===== config.mk =====
export PLATFORM = sky130hd
export DESIGN_NAME = tmr_chan
export DESIGN_NICKNAME = d
export VERILOG_FILES = /design/src/rtl/tmr_pkg.sv /design/src/rtl/tmr_count.sv /design/src/rtl/tmr_irq.sv /design/src/rtl/tmr_chan.sv
export SDC_FILE = /design/constraint.sdc
export NUM_CORES = 1
export LEC_CHECK = 0
export ABC_AREA = 1
export BUFFER_PORTS_ARGS = -buffer_cell sky130_fd_sc_hd__buf_2
export CORE_ASPECT_RATIO = 0.7
export CORE_MARGIN = 2
export CORE_UTILIZATION = 53
export DETAILED_ROUTE_END_ITERATION = 10
export PLACE_DENSITY_LB_ADDON = 0.15
export SYNTH_ARGS = -nofsm -noshare
export SYNTH_HDL_FRONTEND = slang
export SYNTH_SLANG_ARGS = --single-unit
export TNS_END_PERCENT = 1

===== constraint.sdc =====
create_clock -name clk_i -period 2.2 [get_ports clk_i]
set_clock_uncertainty 0.15 [all_clocks]
set_input_delay 0.22 -clock clk_i [delete_from_list [all_inputs] [get_ports clk_i]]
set_output_delay 0.22 -clock clk_i [all_outputs]
set_load 0.02 [all_outputs]

===== src/rtl/tmr_pkg.sv =====
package tmr_pkg;
  localparam int unsigned ADDR_W = 4;

  localparam logic [ADDR_W-1:0] OFS_CNT  = 4'h0;
  localparam logic [ADDR_W-1:0] OFS_MODE = 4'h4;
  localparam logic [ADDR_W-1:0] OFS_TGT  = 4'h8;

  // control word bit positions
  localparam int unsigned MB_RST_TGT = 3;
  localparam int unsigned MB_TGT_EN  = 4;
  localparam int unsigned MB_OVF_EN  = 5;
  localparam int unsigned MB_RPT     = 6;
  localparam int unsigned MB_TOGGLE  = 7;
  localparam int unsigned MB_IRQ_N   = 10;
  localparam int unsigned MB_TFLAG   = 11;
  localparam int unsigned MB_OFLAG   = 12;

  typedef struct packed {
    logic toggle;
    logic rpt;
    logic ovf_en;
    logic tgt_en;
    logic rst_tgt;
  } mode_ctl_t;
endpackage


===== src/rtl/tmr_count.sv =====
module tmr_count #(
  parameter int unsigned W = 16
) (
  input  logic         clk_i,
  input  logic         rst_ni,
  input  logic         tick_i,
  input  logic         clr_i,
  input  logic         ld_i,
  input  logic [W-1:0] ld_val_i,
  input  logic [W-1:0] tgt_i,
  input  logic         rst_on_tgt_i,
  output logic [W-1:0] cnt_o,
  output logic         hit_o,
  output logic         wrap_o
);
  logic [W-1:0] cnt_q, cnt_inc;
  logic         adv;

  assign cnt_inc = cnt_q + 1'b1;
  assign adv     = tick_i & ~clr_i & ~ld_i;
  // equality on the advanced value: a compare behind the count waits for the wrap
  assign hit_o   = adv & (cnt_inc == tgt_i);
  assign wrap_o  = adv & (&cnt_q);

  always_ff @(posedge clk_i or negedge rst_ni) begin
    if (!rst_ni)                     cnt_q <= '0;
    else if (clr_i)                  cnt_q <= '0;
    else if (ld_i)                   cnt_q <= ld_val_i;
    else if (adv) begin
      if (hit_o && rst_on_tgt_i)     cnt_q <= '0;
      else                           cnt_q <= cnt_inc;
    end
  end

  assign cnt_o = cnt_q;
endmodule


===== src/rtl/tmr_irq.sv =====
module tmr_irq #(
  parameter int unsigned REL_CYC = 4
) (
  input  logic clk_i,
  input  logic rst_ni,
  input  logic mode_wr_i,
  input  logic mode_rd_i,
  input  logic tgt_evt_i,
  input  logic ovf_evt_i,
  input  logic tgt_en_i,
  input  logic ovf_en_i,
  input  logic rpt_i,
  input  logic toggle_i,
  output logic irq_n_o,
  output logic tflag_o,
  output logic oflag_o,
  output logic fire_tgt_o,
  output logic fire_ovf_o,
  output logic irq_o
);
  localparam int unsigned REL_W = $clog2(REL_CYC + 1);

  logic             qual_t, qual_o, qual, fire;
  logic             irq_n_q, irq_n_d, once_q, tflag_q, oflag_q, irq_q;
  logic [REL_W-1:0] rel_q;
  logic             rel_done;

  assign qual_t = tgt_evt_i & tgt_en_i;
  assign qual_o = ovf_evt_i & ovf_en_i;
  assign qual   = qual_t | qual_o;
  assign fire   = qual & (rpt_i | ~once_q);

  assign fire_tgt_o = fire & qual_t;
  assign fire_ovf_o = fire & qual_o;

  generate
    if (REL_CYC > 0) begin : g_rel
      assign rel_done = (rel_q == REL_W'(1));
      always_ff @(posedge clk_i or negedge rst_ni) begin
        if (!rst_ni)                          rel_q <= '0;
        else if (mode_wr_i)                   rel_q <= '0;
        else if (fire && !toggle_i && rpt_i)  rel_q <= REL_W'(REL_CYC);
        else if (rel_q != '0)                 rel_q <= rel_q - 1'b1;
      end
    end else begin : g_norel
      assign rel_done = 1'b0;
      always_ff @(posedge clk_i or negedge rst_ni) begin
        if (!rst_ni) rel_q <= '0;
        else         rel_q <= '0;
      end
    end
  endgenerate

  always_comb begin
    irq_n_d = irq_n_q;
    if (mode_wr_i)     irq_n_d = 1'b1;
    else if (fire)     irq_n_d = toggle_i ? ~irq_n_q : 1'b0;
    else if (rel_done) irq_n_d = 1'b1;
  end

  always_ff @(posedge clk_i or negedge rst_ni) begin
    if (!rst_ni) begin
      irq_n_q <= 1'b1;
      once_q  <= 1'b0;
      tflag_q <= 1'b0;
      oflag_q <= 1'b0;
      irq_q   <= 1'b0;
    end else begin
      irq_n_q <= irq_n_d;
      irq_q   <= irq_n_q & ~irq_n_d;
      if (mode_wr_i) begin
        once_q  <= 1'b0;
        tflag_q <= 1'b0;
        oflag_q <= 1'b0;
      end else begin
        if (qual) once_q <= 1'b1;
        // a set in the read cycle survives the clear
        tflag_q <= fire_tgt_o | (tflag_q & ~mode_rd_i);
        oflag_q <= fire_ovf_o | (oflag_q & ~mode_rd_i);
      end
    end
  end

  assign irq_n_o = irq_n_q;
  assign tflag_o = tflag_q;
  assign oflag_o = oflag_q;
  assign irq_o   = irq_q;
endmodule


===== src/rtl/tmr_chan.sv =====
module tmr_chan
  import tmr_pkg::*;
#(
  parameter int unsigned CNT_W   = 16,
  parameter int unsigned REL_CYC = 4
) (
  input  logic              clk_i,
  input  logic              rst_ni,
  input  logic              wr_en_i,
  input  logic              rd_en_i,
  input  logic [ADDR_W-1:0] addr_i,
  input  logic [CNT_W-1:0]  wdata_i,
  output logic [CNT_W-1:0]  rdata_o,
  input  logic              tick_i,
  output logic              irq_o
);
  logic             cnt_wr, mode_wr, tgt_wr, mode_rd;
  mode_ctl_t        mode_q;
  logic [CNT_W-1:0] tgt_q, cnt, mode_rdv, rdata_q;
  logic             hit, wrap, irq_n, tflag, oflag, fire_tgt, fire_ovf;

  assign cnt_wr  = wr_en_i & (addr_i == OFS_CNT);
  assign mode_wr = wr_en_i & (addr_i == OFS_MODE);
  assign tgt_wr  = wr_en_i & (addr_i == OFS_TGT);
  assign mode_rd = rd_en_i & (addr_i == OFS_MODE);

  always_ff @(posedge clk_i or negedge rst_ni) begin
    if (!rst_ni) begin
      mode_q <= '0;
      tgt_q  <= '0;
    end else begin
      if (mode_wr) mode_q <= mode_ctl_t'(wdata_i[MB_TOGGLE:MB_RST_TGT]);
      if (tgt_wr)  tgt_q  <= wdata_i;
    end
  end

  tmr_count #(.W(CNT_W)) u_count (
    .clk_i        (clk_i),
    .rst_ni       (rst_ni),
    .tick_i       (tick_i),
    .clr_i        (mode_wr),
    .ld_i         (cnt_wr),
    .ld_val_i     (wdata_i),
    .tgt_i        (tgt_q),
    .rst_on_tgt_i (mode_q.rst_tgt),
    .cnt_o        (cnt),
    .hit_o        (hit),
    .wrap_o       (wrap)
  );

  tmr_irq #(.REL_CYC(REL_CYC)) u_irq (
    .clk_i      (clk_i),
    .rst_ni     (rst_ni),
    .mode_wr_i  (mode_wr),
    .mode_rd_i  (mode_rd),
    .tgt_evt_i  (hit),
    .ovf_evt_i  (wrap),
    .tgt_en_i   (mode_q.tgt_en),
    .ovf_en_i   (mode_q.ovf_en),
    .rpt_i      (mode_q.rpt),
    .toggle_i   (mode_q.toggle),
    .irq_n_o    (irq_n),
    .tflag_o    (tflag),
    .oflag_o    (oflag),
    .fire_tgt_o (fire_tgt),
    .fire_ovf_o (fire_ovf),
    .irq_o      (irq_o)
  );

  always_comb begin
    mode_rdv                       = '0;
    mode_rdv[MB_TOGGLE:MB_RST_TGT] = mode_q;
    mode_rdv[MB_IRQ_N]             = irq_n;
    mode_rdv[MB_TFLAG]             = tflag;
    mode_rdv[MB_OFLAG]             = oflag;
  end

  always_ff @(posedge clk_i or negedge rst_ni) begin
    if (!rst_ni) rdata_q <= '0;
    else if (rd_en_i) begin
      unique case (addr_i)
        OFS_CNT:  rdata_q <= cnt;
        OFS_MODE: rdata_q <= mode_rdv;
        OFS_TGT:  rdata_q <= tgt_q;
        default:  rdata_q <= '0;
      endcase
    end
  end

  assign rdata_o = rdata_q;
endmodule


# Yosys cells after proc, flatten, opt, wreduce, memory -nomap -nowiden
# Cells that the tools add are included.
dict set report word_totals {
  ff_bits 61
}
dict set report op_classes {
  n_addsub 2
  muxes 16
  bitwise_logic 26
  reduce_logical 10
  n_eq_ne 4
}
# operator count
set op_table {}
lappend op_table {{16-bit two-way mux} 4}
lappend op_table {{16-bit case mux with 3 select lines} 1}
lappend op_table {{16-bit by 1-bit adder with 16-bit output, second input constant} 1}
lappend op_table {{1-bit AND} 16}
lappend op_table {{16-bit == test} 1}
lappend op_table {{16-bit AND reduction} 1}
lappend op_table {{3-bit two-way mux} 3}
lappend op_table {{3-bit nonzero test} 3}
lappend op_table {{1-bit two-way mux} 8}
lappend op_table {{1-bit NOT} 6}
lappend op_table {{4-bit by 3-bit == test with 1-bit output, second input constant} 1}
lappend op_table {{4-bit == test, second input constant} 1}
lappend op_table {{4-bit zero test} 1}
lappend op_table {{1-bit bitwise OR} 4}
lappend op_table {{3-bit by 1-bit == test with 1-bit output, second input constant} 1}
lappend op_table {{1-bit logical AND} 3}
lappend op_table {{3-bit by 1-bit subtractor with 3-bit output, second input constant} 1}
lappend op_table {{2-bit nonzero test} 1}
lappend op_table {{1-bit zero test} 1}

# Depth between registers and ports, before layout
# Gate-level depths: netlist (run 1).
dict set report depth {
  word_depth 13
  depth_mapped 17
  mapped_depth_nobuf 17
}

# Hierarchy
# From an unflattened synthesis (run 1), not the netlist that was laid out.
dict set report unflattened {
  hier_cells 615
  hier_area_um2 4145.2
}
# module seq_area_each_um2 area_each_um2 n_inst cells_each
set modules_own_cells {}
lappend modules_own_cells {tmr_count 400.4 1856.8 1 333}
lappend modules_own_cells {tmr_chan 925.9 1854.3 1 229}
lappend modules_own_cells {tmr_irq 201.4 434.2 1 53}

# Least setup slack after synthesis (run 1)
# Ideal clock, no wire load.
dict set report synth_path {
  path_type {reg2reg}
  startpoint {register u_count.cnt_q[1], in the netlist u_count.cnt_o[1]}
  endpoint {register u_count.cnt_q[8], in the netlist u_count.cnt_o[8]}
  path_slack_ns 0.075
  synth_period_minus_slack_ns 2.125
  stages_incl_launch_ff 16
  required_ns 1.912
  setup_time_ns 0.138
  t_arrival_ns 1.837
  cell_sequence {dfrtp_1 ha_1 nand2_2 nor2_2 nand2_2 nand2_1 and2_1 nor2_1 nor2_1 nand2_1 nor2_2 nand3_2 nand2_4 inv_4 nand2_1 o221ai_2}
}
dict set report synth_via {
  elab_chain_len 8
}
# item line
set synth_rtl {}
lappend synth_rtl {{start: declaration} tmr_count.sv:16} ;# logic [W-1:0] cnt_q, cnt_inc;
lappend synth_rtl {{start signal: assignment} tmr_count.sv:28} ;# else if (ld_i) cnt_q <= ld_val_i;
lappend synth_rtl {{start signal: assignment} tmr_count.sv:31} ;# else cnt_q <= cnt_inc;
lappend synth_rtl {{16-bit by 1-bit adder with 16-bit output *} tmr_count.sv:19} ;# assign cnt_inc = cnt_q + 1'b1;
lappend synth_rtl {{16-bit == test} tmr_count.sv:22} ;# assign hit_o = adv & (cnt_inc == tgt_i);
lappend synth_rtl {{1-bit AND} tmr_count.sv:22}
lappend synth_rtl {{1-bit logical AND} tmr_count.sv:30} ;# if (hit_o && rst_on_tgt_i) cnt_q <= '0;
lappend synth_rtl {{16-bit two-way mux *} tmr_count.sv:30}
lappend synth_rtl {{16-bit two-way mux *} tmr_count.sv:29} ;# else if (adv) begin
lappend synth_rtl {{16-bit two-way mux *} tmr_count.sv:28}
lappend synth_rtl {{16-bit two-way mux *} tmr_count.sv:27} ;# else if (clr_i) cnt_q <= '0;
# Every way passes the cells marked *; elsewhere a longest branch is shown, timed or not. The select of a mux whose other input is x is not followed.
# A chain may end at the register's enable or synchronous reset.

# Final worst setup path (run 1)
dict set report layout_path {
  startpoint {register u_count.cnt_q[3], in the netlist u_count.cnt_o[3]}
  endpoint {register u_count.cnt_q[13], in the netlist u_count.cnt_o[13]}
}
# The elaborated chain is that of the path after synthesis.

==> flow_summary.json, run 1 <==
{
  "globalplace.congestion": 1.01,
  "yosysSeqAreaShare_pct": 43.3,
  "async_reset_ff_share_pct": 100,
  "tightest_slew_ns": 0.787,
  "hold_path_depth": 3,
  "power.density_mw_per_mm2": 846,
  "drive_above_1_share_pct": 28.5,
  "max-cap-violations": 0,
  "gr-total-overflow": 0,
  "route.detailed.drc": 0,
  "rows": 24,
  "synth_warnings": 0,
  "synth-seq-cells": 61,
  "critPathKind": "reg -> reg",
  "syn_area_sq_mm": 0.00353,
  "die_area_sq_mm": 0.00734,
  "route.vias.total": 3753,
  "cts.sinks": 61,
  "fmax_mhz": 413,
  "nets": 610,
  "fin_crit_ns": 2.42,
  "numCtsBuffers": 9,
  "routedWlPerCell_microns": 16.9,
  "worst_ep_arrival_time_ns": 2.47,
  "grt_use_total_pct": 32.3,
  "fp.dieH_microns": 72.3,
  "ir_worst_vdd_mv": 0.349,
  "synth-xor-area-share_pct": 0.496,
  "fin_ws_ns": -0.222,
  "r2r_start": "u_count.cnt_o[3]$_DFFE_PN0P_",
  "grt_first_pass_wirelength_microns": 17600,
  "postRouteAntennaNets": 0,
  "post-dp-hpwl_microns": 8030,
  "detailedPlace.worstSlack_ns": -0.239,
  "clock_latency_ns": 0.35,
  "post-route-period-util_pct": 110,
  "whs_endpoint": "tgt_q[15]$_DFFE_PN0P_",
  "timing.rr.end": "u_count.cnt_o[13]$_DFFE_PN0P_",
  "fin_area_sq_mm": 0.00462,
  "ys_types": 31,
  "synth_mux_area_share_pct": 0,
  "io_buffers": 41,
  "synth_fa_ha_area_share_pct": 1.42,
  "htreeDepth": 3,
  "placed_area_sq_mm": 0.00414,
  "violations": "setup timing",
  "synth_top_family_by_area": "simple AND/OR/NAND/NOR gates",
  "whs_ns": 0.00478,
  "synthFlopType": "dfrtp_1",
  "grt_busiest_layer": "met2",
  "drt_iter0_drc": 261,
  "worstSetupStartpointType": "flop",
  "crit_required_ns": 2.25,
  "netlist_top_cells_area": "dfrtp_1 (43%), nand2_1 (16%), inv_1 (7.4%)",
  "synth_area_per_cell_sq_um": 7.37,
  "fillers": 502,
  "cts_tree": "yes",
  "hold_class": "in -> reg",
  "start_util_pct": 55.7,
  "path_clk_slew_ns": 0.07,
  "grt_use_met3_pct": 9.15,
  "via_per_inst": 5.55,
  "fin_cells": 676,
  "rr_worst_depth": 12,
  "r2r_setup_slack_ns": -0.22,
  "status": "complete, but fails checks",
  "min_from": "wdata_i[15]",
  "synth_most_common_cell": "nand2_1",
  "synth_edf_count": 0,
  "drt_wl_total_microns": 11400,
  "antenna_cells": 0,
  "crit_path_end_kind": "flop",
  "grt_pass1_vias": 3441,
  "met2_usage_pct": 48.2,
  "grt_use_met1_pct": 45.7,
  "synthCells": 479,
  "ios": 42,
  "maxSlewHeadroom_pct": 47.4,
  "syn_nets": 508,
  "p_leak_nw": 2.38,
  "rsz0062_at_grt": "true",
  "synthToLayoutAreaGrowth_pct": 31.0,
  "yosysTopAreaCell": "dfrtp_1",
  "clockBufferDepth": 2,
  "core_sq_mm": 0.00634,
  "grt_antenna_before_repair": 0,
  "placed_cells": 645,
  "yosysTopAreaCellShare_pct": 42.6,
  "ys_top_cells_by_count": "nand2_1 (151), inv_1 (70), dfrtp_1 (60), o21ai_0 (36), nand3_1 (31)",
  "clock-root-buffer": "clkbuf_8",
  "final_max_slew_viol_count": 0,
  "synth-compound-area-share_pct": 13.7,
  "synth-simple-area-share_pct": 32.1,
  "die_w_microns": 102,
  "grt_max_degree": 33,
  "first_pass_iters": 6,
  "finalSetupViolCount": 23,
  "hold_viol_final": 0,
  "postLayoutCoreUtil_pct": 72.9,
  "path_max_fanout": 7
}
==> where the power goes <==
group | switching (mW) | leakage [nW] | internal [mW] | total, mW
registers | 0.211 | 0.794 | 1.32 | 1.53
logic | 0.756 | 1.49 | 0.582 | 1.34
clock network | 0.467 | 0.101 | 0.575 | 1.04
==> worst max path at each step <==
| stage | endpoint | start | slack, ns | cells after the start |
|---|---|---|---|---|
| after floorplan | u_count.cnt_o[8]$_DFFE_PN0P_ | u_count.cnt_o[1]$_DFFE_PN0P_ | 0.08 | 15 |
| after global placement | u_count.cnt_o[0]$_DFFE_PN0P_ | u_count.cnt_o[1]$_DFFE_PN0P_ | -0.15 | 16 |
| after detailed placement | u_count.cnt_o[0]$_DFFE_PN0P_ | u_count.cnt_o[0]$_DFFE_PN0P_ | -0.24 | 14 |
| after CTS | u_count.cnt_o[10]$_DFFE_PN0P_ | u_count.cnt_o[1]$_DFFE_PN0P_ | -0.14 | 16 |
| after global routing | u_count.cnt_o[15]$_DFFE_PN0P_ | u_count.cnt_o[3]$_DFFE_PN0P_ | -0.36 | 12 |
| final | u_count.cnt_o[13]$_DFFE_PN0P_ | u_count.cnt_o[3]$_DFFE_PN0P_ | -0.22 | 12 |
==> cell families after synthesis <==
group / after synthesis
adder cells (fa/ha/maj): 4
flip-flops: 61
XOR/XNOR: 2
AO/OA/AOI/OAI: 79
AND/OR/NAND/NOR: 249
buffers and inverters: 84
==> cells in the final DEF, fill, tap and decap left out, types with 5 or more instances in the layout <==
| cell | instances |
|---|---|
| clkbuf_8 | 11 |
| nand3_2 | 12 |
| buf_4 | 52 |
| o22ai_1 | 12 |
| o221ai_1 | 10 |
| nand3_1 | 25 |
| nor2_4 | 8 |
| dlygate4sd3_1 | 5 |
| o21ai_0 | 34 |
| nand2_2 | 10 |
| o21ai_1 | 5 |
| buf_2 | 41 |
| inv_1 | 69 |
| nor2_1 | 18 |
| a21oi_1 | 8 |
| dfrtp_1 | 57 |
| nand4_1 | 13 |
| nand2_1 | 148 |
| nor2_2 | 6 |
==> worst max-delay path, cell delays in order (launching register included) <==
cell and delay (ns):
dfrtp_1 0.47, nand2_2 0.16, nor2_4 0.25, nand3_2 0.12
nand3b_1 0.11, nand2_1 0.07, nor2_2 0.13, nand3_2 0.12
nor2_4 0.18, nand3_4 0.15, buf_6 0.16, nand4_1 0.10
o221ai_2 0.10
==> repair_timing <==
| item | 4_1_cts | 5_1_grt |
|---|---|---|
| resized for setup | 17 | 21 |
| hold buffers | 5 | 0 |
| pin swaps | 12 | 21 |
| endpoints found under the setup margin | 23 | 23 |
| cloned | 1 | 0 |
| buffers inserted | 5 | 5 |
| endpoints found under the hold margin | 25 | 0 |
==> area by class of cell <==
type / instances / area, sq um / share of cell area (%)
Multi-Input combinational cell: 335 / 1820 / 39.4
Sequential cell: 61 / 1530 / 33.1
Timing Repair Buffer: 101 / 679 / 14.7
Clock buffer: 11 / 151 / 3.28
Inverter: 73 / 277 / 5.98
Tap cell: 91 / 114 / 2.46
Clock inverter: 4 / 47.5 / 1.03
==> sequential cells by signal, indices dropped and copies added, names as in the netlist <==
| signal | flops |
|---|---|
| mode_q | 5 |
| u_irq.oflag_o | 1 |
| u_irq.rel_q | 3 |
| u_irq.once_q | 1 |
| rdata_o | 16 |
| u_irq.irq_o | 1 |
| u_count.cnt_o | 16 |
| tgt_q | 16 |
| u_irq.irq_n_o | 1 |
| u_irq.tflag_o | 1 |
==> metal layers <==
layer	routed length, microns	vias to the layer above
met5	0	-
met4	317	0
met1	4920	1742
met2	5000	209
met3	1200	29
li1	-	1773
==> per-stage QoR <==
step / TNS (ns) / total power [mW]
2_1_floorplan: 0 / 2.19
5_1_grt: -6.80 / 4.14
4_1_cts: -1.72 / 3.78
3_5_place_dp: -3.66 / 2.66
3_3_place_gp: -2.16 / 2.63
6_report: -3.57 / 3.91
(Power assumes the default switching activity.)
==> run 2: changes to the inputs <==
Settings changed: PLACE_DENSITY_LB_ADDON 0.15 to 0.08.
==> run 2 against run 1 <==
  * The flow still finishes with violations (setup timing)
  * Global-route usage is 1.1 points lower
  * Combinational power hardly changed
  * Wire length is 3.1% lower
  * Sequential power hardly changed
  * Count of clock-buffer cells in the layout is 1 higher
  * Critical path depth is 2 higher
  * Clock power is 12% higher
  * Sequential share of layout area is 0.098 points lower
  * Final cell count is 0.59% lower
  * Register-to-register slack better by 0.03 ns
  * Cell area is 0.38% higher
  * Critical path type unchanged
==> flow_summary.json, run 2 (synthesized netlist as in run 1, its figures left out) <==
{
  "finalSetupViolCount": 20,
  "fp.dieH_microns": 72.3,
  "path_common_cell": "nand2_1",
  "final_cell_mix": "nand2_1 (140), inv_1 (68), dfrtp_1 (56)",
  "violations": "setup timing",
  "globalplace.congestion": 0.963,
  "tightest_slew_ns": 0.768,
  "cp-startpoint": "u_count.cnt_o[0]$_DFFE_PN0P_",
  "core_sq_mm": 0.00634,
  "critPathKind": "reg -> reg",
  "ios": 42,
  "regArea_sq_mm": 0.00153,
  "grt_use_total_pct": 31.2,
  "crit_chain": "ha_4 -> nand3_2 -> nor2_2 -> buf_4 -> nand4_1 -> nand2_1 -> nand2_1 -> nand2_1 -> nand2_1 -> nor2_4 -> nand3_2 -> nand2_4 -> buf_12 -> o221ai_1",
  "die_w_microns": 102,
  "fillers": 508,
  "power.density_mw_per_mm2": 874,
  "grt_first_pass_wirelength_microns": 17200,
  "path_max_fanout": 6,
  "fmax_mhz": 417,
  "numCtsBuffers": 9,
  "drt_iter0_drc": 364,
  "post-route-period-util_pct": 109,
  "crit_required_ns": 2.23,
  "placed_area_sq_mm": 0.00414,
  "die_area_sq_mm": 0.00734,
  "grt_max_degree": 33,
  "grt_pass1_vias": 3431,
  "synthToLayoutAreaGrowth_pct": 31.5,
  "postRouteAntennaNets": 0,
  "post-dp-hpwl_microns": 7720,
  "fin_ws_ns": -0.197,
  "worst_ep_arrival_time_ns": 2.42,
  "multiInputGateArea_sq_mm": 0.00183,
  "worstSetupStartpointType": "flop",
  "first_pass_iters": 5,
  "p_leak_nw": 2.40,
  "final_max_slew_viol_count": 0,
  "route.vias.total": 3709,
  "clockBufferDepth": 2,
  "drt_wl_total_microns": 11100,
  "path_clk_slew_ns": 0.07,
  "tns_ns": -2.12,
  "rsz0062_at_grt": "true",
  "antenna_cells": 0,
  "crit_path_end_kind": "flop",
  "status": "complete, but fails checks",
  "min_from": "wdata_i[13]",
  "rr_worst_depth": 14,
  "r2r_start": "u_count.cnt_o[0]$_DFFE_PN0P_",
  "route.detailed.drc": 0,
  "clock-root-buffer": "clkbuf_8",
  "timing.rr.end": "u_count.cnt_o[6]$_DFFE_PN0P_",
  "maxSlewHeadroom_pct": 48.7,
  "start_util_pct": 55.7,
  "nets": 605,
  "r2r_setup_slack_ns": -0.20,
  "routedWlPerCell_microns": 16.5,
  "via_per_inst": 5.52,
  "worstSetupEndpoint": "u_count.cnt_o[6]$_DFFE_PN0P_",
  "cts.sinks": 61,
  "drive_above_1_share_pct": 29.9,
  "fin_cells": 672,
  "layout_commonest_cell": "nand2_1",
  "cts_tree": "yes",
  "slowest_delay_ns": 0.42,
  "io_buffers": 41,
  "hold_class": "in -> reg",
  "hold_viol_final": 0,
  "postLayoutCoreUtil_pct": 73.2,
  "rows": 24,
  "gr-total-overflow": 0,
  "fin_area_sq_mm": 0.00464,
  "htreeDepth": 3,
  "placed_cells": 643,
  "detailedPlace.worstSlack_ns": -0.254,
  "clock_latency_ns": 0.35,
  "max-cap-violations": 0,
  "grt_antenna_before_repair": 0,
  "slowest_stage": "dfrtp_2",
  "fin_crit_ns": 2.40,
  "ir_worst_vdd_mv": 0.425
}
-- run 2: cell type report --
class                           instances  area share [%]
Sequential cell                        61            33.0
Clock inverter                          4            1.51
Multi-Input combinational cell        335            39.5
Inverter                               73            6.02
Timing Repair Buffer                   96            14.1
Tap cell                               91            2.45
Clock buffer                           12            3.35
-- run 2: repair_timing --
action,CTS,global route
setup buffers,3,7
gates cloned,1,0
gates resized for setup,15,32
pin swaps,14,27
hold buffers,2,0
hold endpoints to repair,23,0
setup endpoints to repair,22,23
-- run 2: worst min-delay path by stage --
stage	end	slack, ns	depth (start not counted)
after global routing	rdata_o[13]$_DFFE_PN0P_	0.02	3
final	tgt_q[13]$_DFFE_PN0P_	0.006	3
after CTS	tgt_q[1]$_DFFE_PN0P_	0.002	3
after global placement	u_count.cnt_o[4]$_DFFE_PN0P_	0.08	1
after floorplan	mode_q[0]$_DFFE_PN0P_	-0.23	0
after detailed placement	u_count.cnt_o[4]$_DFFE_PN0P_	0.08	1
-- run 2: per-layer routing --
layer	routed length (microns)	up-vias	global-route usage (%)
li1	-	1756	-
met2	4840	189	46.3
met5	0	-	0
met4	190	0	8.41
met1	4940	1738	45.8
met3	1120	26	7.71
-- run 2: critical path: cells and delay by family (launching register included) --
| family | cells | cell delay [ns] |
|---|---|---|
| adders and majority gates | 1 | 0.19 |
| and+or+nand+nor | 10 | 1.05 |
| buffers and inverters | 2 | 0.27 |
| AOI/OAI and AO/OA | 1 | 0.13 |
| DFF | 1 | 0.42 |
-- run 2: report_power, final --
| group | switching [mW] | internal, mW |
|---|---|---|
| Sequential | 0.217 | 1.32 |
| Clock | 0.461 | 0.697 |
| Combinational | 0.759 | 0.598 |
-- run 2: through the flow --
step                power (mW)  hold WS [ns]
floorplan                 2.19        -0.226
global placement          2.61        0.0808
detailed placement        2.64        0.0801
CTS                       3.89       0.00204
global route              4.26        0.0193
finish                    4.05       0.00640
